===== config.mk =====
export PLATFORM = sky130hd
export DESIGN_NAME = segchk_unit
export DESIGN_NICKNAME = d
export VERILOG_FILES = /design/src/rtl/segchk_pkg.sv /design/src/rtl/segchk_regfile.sv /design/src/rtl/segchk_fault.sv /design/src/rtl/segchk_unit.sv
export SDC_FILE = /design/constraint.sdc
export NUM_CORES = 1
export LEC_CHECK = 0
export ABC_AREA = 1
export CAP_MARGIN = 20
export CORE_ASPECT_RATIO = 0.9
export CORE_MARGIN = 5
export CORE_UTILIZATION = 45
export CTS_CLUSTER_SIZE = 14
export DETAILED_ROUTE_END_ITERATION = 16
export DONT_BUFFER_PORTS = 1
export GPL_ROUTABILITY_DRIVEN = 1
export GPL_TIMING_DRIVEN = 0
export PLACE_DENSITY = 0.62
export SYNTH_ARGS = -nofsm -noshare
export SYNTH_HDL_FRONTEND = slang
export SYNTH_SLANG_ARGS = --single-unit

===== constraint.sdc =====
create_clock -name clk -period 6.6 [get_ports clk]
set_clock_uncertainty 0.2 [all_clocks]
set_input_delay 0.66 -clock clk [delete_from_list [all_inputs] [get_ports clk]]
set_output_delay 0.66 -clock clk [all_outputs]
set_load 0.02 [all_outputs]

===== src/rtl/segchk_pkg.sv =====
package segchk_pkg;
    localparam int DATA_W  = 32;
    localparam int NUM_SR  = 16;
    localparam int IDX_W   = $clog2(NUM_SR);
    localparam int OP_W    = 5;
    // big-endian status bit flagged for a disabled external access
    localparam int EXT_STATUS_BE = 11;
    localparam int EXT_STATUS_LE = DATA_W - 1 - EXT_STATUS_BE;

    typedef enum logic [OP_W-1:0] {
        OP_NOP       = 5'd0,
        OP_SR_WR_DIR = 5'd1,
        OP_SR_WR_IND = 5'd2,
        OP_SR_RD_DIR = 5'd3,
        OP_SR_RD_IND = 5'd4,
        OP_EXT_RD    = 5'd5,
        OP_EXT_WR    = 5'd6,
        OP_LD_MULT   = 5'd7,
        OP_ST_MULT   = 5'd8,
        OP_STR_LD    = 5'd9,
        OP_STR_ST    = 5'd10,
        OP_LD_RSV    = 5'd11,
        OP_ST_COND   = 5'd12,
        OP_FP_LD     = 5'd13,
        OP_FP_ST     = 5'd14,
        OP_TLB_INV1  = 5'd15,
        OP_TLB_INVALL= 5'd16
    } op_t;

    typedef enum logic [1:0] {
        EXC_NONE  = 2'd0,
        EXC_ILL   = 2'd1,
        EXC_DSTOR = 2'd2,
        EXC_ALIGN = 2'd3
    } exc_t;

    typedef struct packed {
        exc_t              code;
        logic [DATA_W-1:0] status;
    } fault_t;

    function automatic logic is_ext(op_t o);
        return (o == OP_EXT_RD) || (o == OP_EXT_WR);
    endfunction

    function automatic logic is_mult(op_t o);
        return (o == OP_LD_MULT) || (o == OP_ST_MULT);
    endfunction

    function automatic logic is_string(op_t o);
        return (o == OP_STR_LD) || (o == OP_STR_ST);
    endfunction

    function automatic logic needs_word(op_t o);
        return is_mult(o) || is_ext(o) || (o == OP_LD_RSV) || (o == OP_ST_COND)
            || (o == OP_FP_LD) || (o == OP_FP_ST);
    endfunction
endpackage


===== src/rtl/segchk_regfile.sv =====
module segchk_regfile
    import segchk_pkg::*;
#(
    parameter int N  = NUM_SR,
    parameter int W  = DATA_W,
    localparam int IW = $clog2(N)
) (
    input  logic          clk,
    input  logic          rst,
    input  logic          wr_en,
    input  logic [IW-1:0] wr_idx,
    input  logic [W-1:0]  wr_data,
    input  logic [IW-1:0] rd_idx,
    output logic [W-1:0]  rd_val
);
    logic [W-1:0] regs [N];

    for (genvar g = 0; g < N; g++) begin : g_sr
        always_ff @(posedge clk) begin
            if (rst)
                regs[g] <= '0;
            else if (wr_en && (wr_idx == IW'(g)))
                regs[g] <= wr_data;
        end
    end

    assign rd_val = regs[rd_idx];
endmodule


===== src/rtl/segchk_fault.sv =====
module segchk_fault
    import segchk_pkg::*;
(
    input  op_t        op,
    input  logic [1:0] ea_lo,
    input  logic       le_mode,
    input  logic       xlate_en,
    input  logic       ext_en,
    output fault_t     fault
);
    logic ill_c, dstor_c, align_le_c, align_wd_c;

    always_comb begin
        ill_c      = (op == OP_TLB_INVALL);
        dstor_c    = is_ext(op) && !ext_en;
        align_le_c = le_mode && (is_mult(op) || is_string(op));
        align_wd_c = xlate_en && (ea_lo != 2'b00) && needs_word(op);
    end

    // priority: illegal, data storage, alignment
    always_comb begin
        fault.code   = EXC_NONE;
        fault.status = '0;
        if (ill_c) begin
            fault.code = EXC_ILL;
        end else if (dstor_c) begin
            fault.code = EXC_DSTOR;
            fault.status[EXT_STATUS_LE] = 1'b1;
        end else if (align_le_c || align_wd_c) begin
            fault.code = EXC_ALIGN;
        end
    end
endmodule


===== src/rtl/segchk_unit.sv =====
module segchk_unit
    import segchk_pkg::*;
(
    input  logic              clk,
    input  logic              rst,
    input  logic [OP_W-1:0]   op,
    input  logic [IDX_W-1:0]  sr_imm,
    input  logic [DATA_W-1:0] rs_data,
    input  logic [DATA_W-1:0] ea,
    input  logic              le_mode,
    input  logic              xlate_en,
    input  logic              ext_en,
    output logic [DATA_W-1:0] rd_data,
    output logic [1:0]        exc_code,
    output logic [DATA_W-1:0] exc_status
);
    op_t               op_e;
    logic              indirect, is_wr, is_rd;
    logic [IDX_W-1:0]  sel_idx;
    logic [DATA_W-1:0] sr_val;
    fault_t            fault_c, fault_q;

    always_comb begin
        op_e     = op_t'(op);
        indirect = (op_e == OP_SR_WR_IND) || (op_e == OP_SR_RD_IND);
        is_wr    = (op_e == OP_SR_WR_DIR) || (op_e == OP_SR_WR_IND);
        is_rd    = (op_e == OP_SR_RD_DIR) || (op_e == OP_SR_RD_IND);
        sel_idx  = indirect ? ea[DATA_W-1 -: IDX_W] : sr_imm;
    end

    segchk_regfile #(.N(NUM_SR), .W(DATA_W)) u_rf (
        .clk     (clk),
        .rst     (rst),
        .wr_en   (is_wr && (fault_c.code == EXC_NONE)),
        .wr_idx  (sel_idx),
        .wr_data (rs_data),
        .rd_idx  (sel_idx),
        .rd_val  (sr_val)
    );

    segchk_fault u_flt (
        .op       (op_e),
        .ea_lo    (ea[1:0]),
        .le_mode  (le_mode),
        .xlate_en (xlate_en),
        .ext_en   (ext_en),
        .fault    (fault_c)
    );

    always_ff @(posedge clk) begin
        if (rst) begin
            fault_q.code   <= EXC_NONE;
            fault_q.status <= '0;
        end else begin
            fault_q <= fault_c;
        end
    end

    assign rd_data    = is_rd ? sr_val : '0;
    assign exc_code   = fault_q.code;
    assign exc_status = fault_q.status;
endmodule


==> metrics.csv, run 1 <==
stage;metric;value;unit
status;status;finished, final reports clean;
sta;finalSetupViolCount;0;
synth;synth_area_per_cell;8.68;sq um
synth;synth_top_family_by_area;simple AND/OR/NAND/NOR gates;
sta;timing.final.crit_share;69.3;%
sta;rsz0062_at_grt;no;
power_and_ir_drop;vdd_ir_drop_max;0.217;mV
critical_path;cp_slowest_cell;clkbuf_1;
sta;worst_pin_slew;1.02;ns
critical_path;max_stage_delay;0.73;ns
drt;drt-total-wl;82000;microns
synth;ys_types;28;
synth;synthSimpleGateAreaFrac;25.3;%
critical_path;worstSetupEndpointType;output pin;
die;row_count;82;
synth;syn_area;0.0250;sq mm
sta;drv_slew;0;
cts;cts_tree;done;
synth;synth_area_leaders;edfxtp_1 (61%), nand2_1 (13%), nor2_1 (9.6%);
synth;synth_top_area_share;61.4;%
synth;ys_top_cells_by_count;nand2_1 (880), nor2_1 (638), edfxtp_1 (512);
critical_path;critPathBufInv;2;
cts;cts-htree-levels;2;
synth;ys_seq_area_share;61.6;%
synth;yosys.area_share.xor_xnor;0;%
grt;grt_pass1_vias;18900;
synth;synth-seq-cells;515;
die;core;0.0554;sq mm
synth;synth_compound_area_share;3.23;%
synth;synth_top_cell_by_area;edfxtp_1;
sta;maxSlewHeadroom;31.8;%
critical_path;crit_chain;nor2_1, nand3_2, nand2_4, nand2_1, o21ai_2, clkbuf_1, clkbuf_1, o21ai_0, nand2_1, nand2_1, nand2_1, nor2_1;
cells_and_area;finish.instance_area;0.0283;sq mm
drt;drtIter0Drc;2566;
grt;grt-ovfl-total;0;
die;die_x;259;microns
cts;clk_pin_slew;0.06;ns
cells_and_area;nets;3066;
synth;synth_mux_area_share;0;%
synth;yosysMostFrequentCell;nand2_1;
critical_path;path_max_fanout;10;
cells_and_area;area_delta_synth_final;13.0;%
synth;synth-edff-count;512;
synth;async_flop_share;0;%
critical_path;cp_data_arrival_time;3.72;ns
cells_and_area;final_util;51.1;%
die;io_pins;144;
cells_and_area;drive_gt1_share;6.48;%
sta;max_freq;0.219;GHz
die;fp.dieArea;0.0605;sq mm
place;place_hpwl;58600;microns
cts;hold_buffers;1;
cts;cts_buffer_depth;3;
cts;cts_resized;0;
hold_path;min_path_type;in -> reg;
critical_path;startpoint_type;input pin;
grt;grt_usage;26.8;%
drt;avgViaCountPerCell;5.31;
job;maxCapViolations;0;
cells_and_area;n_fill_cell;5161;
drt;firstDrtPassIters;5;
critical_path;cpMostUsedCell;nand2_1;
drt;detail-route-antenna-nets;0;
synth;synth_fa_ha_area_share;0;%
cts;cts_buffers;53;
cts;cts_setup_buffers;0;
grt;grt_pass1_wl;119000;microns
synth;syn_inst;2885;
die;die_h;234;microns
drt;drc;0;
power_and_ir_drop;powerDensity;270;mW/mm^2
critical_path;path_class;in -> out;
critical_path;cp.required;5.74;ns
die;start_util;45.2;%
cts;cts.sinks;515;
synth;yosys_warnings;0;
place;port_buffers;0;
sta;hold_viol;0;
place;place.gp.congestion;0.982;
grt;grt_max_degree;25;
critical_path;cpLargestDelayFamily;buffers and inverters;
sta;fin_crit;4.58;ns
drt;vias;19800;
drt;wl_per_cell;21.9;microns
power_and_ir_drop;leakagePower;12.6;nW
cts;cts_root_buf;clkbuf_16;
place;placed_area;0.0266;sq mm
synth;ys.flop_type;edfxtp_1;
grt;antenna_found_initial;6;
## power by group
group	total [mW]	internal (mW)	switching [mW]
logic	0.830	0.204	0.626
registers	3.80	3.76	0.0448
clock network	3.00	1.73	1.28
total	7.63	5.69	1.95
## registers in the layout, summed over array words and instances, names as in the netlist
signal,flops
u_rf.regs,512
exc_status,1
exc_code,2
## final cells by class
type	instances	area [sq um]	share of cell area [%]
flip-flops and latches	515	15400	54.5
multi-input cells	1811	7430	26.2
inverters	381	1430	5.05
clock buffers	63	1360	4.82
plain buffers	208	1040	3.67
well taps	714	893	3.16
repair buffers	18	413	1.46
clock inverters	27	294	1.04
diodes	2	5.00	0.0177
## cell families (layout without fill, tap and decap cells)
logic type	after synthesis	after routing
buf+inv	589	697
compound gates	159	159
simple gates	1621	1621
other cells	1	33
flops	515	515
## placed cells by master, fill, tap and decap left out, drive strengths merged
cell type / synthesis / routed
a21oi: 2 / 2
buf: 82 / 99
bufinv: 0 / 7
clkbuf: 126 / 189
clkinv: 0 / 19
clkinvlp: 0 / 1
conb: 1 / 31
dfxtp: 3 / 3
diode: 0 / 2
dlygate4sd3: 0 / 1
edfxtp: 512 / 512
inv: 381 / 381
nand2: 882 / 882
nand3: 91 / 91
nand4: 1 / 1
nor2: 645 / 645
nor3: 2 / 2
o211ai: 1 / 1
o21ai: 155 / 155
o32ai: 1 / 1
## stage by stage
step | power [mW] | setup TNS (ns) | worst slack [ns] | hold WS [ns] | cells
after detailed placement | 4.68 | 0 | 2.22 | 0.533 | 3645
final | 7.63 | 0 | 2.02 | 0.0299 | 3739
after global placement | 4.65 | -243.07 | -0.998 | 0.535 | 3629
after CTS | 7.63 | 0 | 2.21 | 0.0128 | 3736
after floorplan | 4.36 | 0 | 1.73 | 0.529 | 2915
after global routing | 7.86 | 0 | 1.99 | 0.0429 | 3737
## worst paths after layout
kind   start                         to  slack [ns]  cells after the start
min   ext_en  exc_status[20]$_SDFF_PP0_        0.03                      3
max    op[3]                rd_data[25]        2.02                     12
## per-layer routing
metal	wire, microns	vias to the layer above	global-route usage, %	part of all wire, %
li1	-	9101	-	-
met1	31700	9490	35.7	39
met2	37700	1048	43.1	46
met3	9280	199	6.19	11
met4	3310	2	10.1	4.0
met5	11	-	0	0.013
Power figures use the tool's default switching activity.
==> run 2: changes to the inputs <==
PLACE_DENSITY = 0.64   (was 0.62)
clock period = 3.9 ns   (was 6.6 ns; I/O delays follow)
==> run 2 against run 1 <==
Net effect:
- global-route usage is 0.51 points lower
- first-iteration DRC count is 3.0% lower
- combinational power is 72% higher
- design area is 1.2% higher
- sequential share of layout area is 0.67 points lower
- via count is 1.5% higher
- highest routed layer is now met4
- cell count is 1.1% higher
- die area stayed put
- power is 69% higher
- setup slack worse by 2.0 ns
- clock-buffer cell count is 4 higher
- sequential cell count stayed put
==> metrics.csv, run 2 (synthesis results as in run 1) <==
stage;metric;value;unit;change
status;status;finished, final reports clean;;
place;placed_area;0.0266;sq mm;-0.14%
sta;drv_slew;0;;unchanged
cells_and_area;largest_reg_flops;512;;unchanged
place;place.gp.congestion;0.972;;-1.0%
hold_path;min_path_type;in -> reg;;
power_and_ir_drop;powerDensity;449;mW/mm^2;+66%
sta;timing.final.crit_share;98.3;%;
place;place_inst;3645;;unchanged
grt;grt_max_degree;26;;+4.0%
drt;drc;0;;unchanged
drt;wl_per_cell;21.3;microns;-2.7%
cts;cts-htree-levels;2;;unchanged
cells_and_area;drive_gt1_share;7.05;%;+0.57 points
cells_and_area;area_delta_synth_final;14.4;%;
die;die_h;234;microns;unchanged
cts;cts.sinks;515;;unchanged
drt;firstDrtPassIters;6;;+1
place;place_hpwl;57900;microns;-1.3%
drt;avgViaCountPerCell;5.33;;+0.46%
power_and_ir_drop;p_total;12.9;mW;+69%
grt;grt_usage;26.2;%;-0.51 points
cells_and_area;final_util;51.7;%;+0.63 points
power_and_ir_drop;vdd_ir_drop_max;0.324;mV;+49%
drt;vias;20100;;+1.5%
sta;fin_crit;3.83;ns;
sta;maxSlewHeadroom;20.5;%;-11 points
critical_path;endpoint;rd_data[1];;
sta;max_freq;0.261;GHz;
die;core;0.0554;sq mm;unchanged
cts;cts_buffer_depth;3;;unchanged
power_and_ir_drop;leakagePower;12.8;nW;+1.5%
cells_and_area;nets;3102;;+1.2%
cells_and_area;layout_commonest_cell;nand2_1;;
grt;grt-ovfl-total;0;;unchanged
critical_path;path_max_fanout;10;;unchanged
cts;cts_root_buf;clkbuf_16;;
die;fp.dieArea;0.0605;sq mm;unchanged
critical_path;worstSetupEndpointType;output pin;;
die;die_x;259;microns;unchanged
cts;cts_buffers;53;;unchanged
cells_and_area;regMostFlops;u_rf.regs;;
cts;cts_tree;done;;
die;row_count;82;;unchanged
drt;detail-route-antenna-nets;0;;unchanged
job;maxCapViolations;0;;unchanged
hold_path;hold_path_depth;2;;-1
drt;drt-total-wl;80700;microns;-1.6%
hold_path;hp-start;rs_data[31];;
die;start_util;45.2;%;unchanged
cts;clk_pin_slew;0.06;ns;about the same
grt;grt_pass1_vias;19300;;+1.8%
cells_and_area;final_cells;3779;;+1.1%
drt;drtIter0Drc;2488;;-3.0%
critical_path;path_class;in -> out;;
sta;hold_viol;0;;unchanged
cells_and_area;mostFrequentLayoutCells;nand2_1 (880), nor2_1 (637), edfxtp_1 (512);;
cells_and_area;finish.instance_area;0.0287;sq mm;+1.2%
critical_path;cp-startpoint;op[3];;
sta;finalSetupViolCount;0;;unchanged
place;port_buffers;0;;unchanged
critical_path;startpoint_type;input pin;;
grt;antenna_found_initial;2;;-4
sta;holdWs;0.0211;ns;-0.00886 ns
sta;worst_pin_slew;1.19;ns;+0.170 ns
critical_path;cp.required;3.31;ns;-2.43 ns
sta;rsz0062_at_grt;no;;
critical_path;cp_data_arrival_time;3.24;ns;-0.48 ns
grt;grt_pass1_wl;118000;microns;-1.1%
die;io_pins;144;;unchanged
[run 2: cell count changes in the layout (fill, tap and decap cells not counted), sizes merged]
cell | before | now
dlygate4sd3 | 1 | 38
clkbuf | 189 | 193
bufinv | 7 | 4
buf | 99 | 98
clkinvlp | 1 | 2
diode | 2 | 3
inv | 381 | 382
[run 2: worst min-delay path by stage]
stage	to	slack [ns]
global route	u_rf.regs[2][31]$_SDFFCE_PN0P_	0.02
finish	u_rf.regs[0][31]$_SDFFCE_PN0P_	0.02
floorplan	exc_code[0]$_SDFF_PP0_	0.26
global placement	exc_code[0]$_SDFF_PP0_	0.27
CTS	u_rf.regs[0][31]$_SDFFCE_PN0P_	0.01
detailed placement	exc_code[0]$_SDFF_PP0_	0.27
[run 2: repair_timing]
| item | 4_1_cts | 5_1_grt |
|---|---|---|
| setup endpoints to repair | 1 | 23 |
| hold buffers | 38 | 0 |
| endpoints found under the hold margin | 184 | 0 |
| resized for setup | 1 | 21 |
| setup buffers | 0 | 0 |
| gates cloned | 0 | 0 |
[run 2: power breakdown]
group          internal [mW]  leakage (nW)  switching (mW)
Sequential              6.36          4.89          0.0764
Combinational          0.364          7.08            1.06
Clock                   2.85         0.823            2.16
[run 2: cell type report]
cell class / count / area, sq um
fill: 5133 / 26800
sequential: 515 / 15400
multi-input combinational: 1811 / 7430
clock buffer: 67 / 1430
inverter: 381 / 1430
buffer: 208 / 1050
tap: 714 / 893
timing repair buffer: 54 / 731
clock inverter: 26 / 243
antenna: 3 / 7.51
[run 2: worst max-delay path, cell delays in order]
cell and delay (ns):
nor2_1 0.16, nand3_2 0.20, nand2_4 0.22, nand2_1 0.08, o21ai_2 0.16, clkbuf_1 0.70
clkbuf_1 0.67, nand2_1 0.21, nand2_1 0.11, nand2_1 0.05, nand3_1 0.14, nor2_1 0.13
[run 2: through the flow]
stage               setup TNS (ns)  worst slack (ns)
detailed placement               0           0.00267
CTS                              0           0.00889
global placement           -875.37             -3.25
floorplan                   -90.01            -0.703
finish                           0            0.0661
global route                     0           0.00642
[run 2: metal layers]
metal | wire length, microns | up-vias | global-route usage, %
met5 | 0 | - | 0
met4 | 3390 | 0 | 10.2
met3 | 10500 | 214 | 7.12
met2 | 36100 | 1166 | 41.2
met1 | 30800 | 9591 | 35.1
li1 | - | 9173 | -
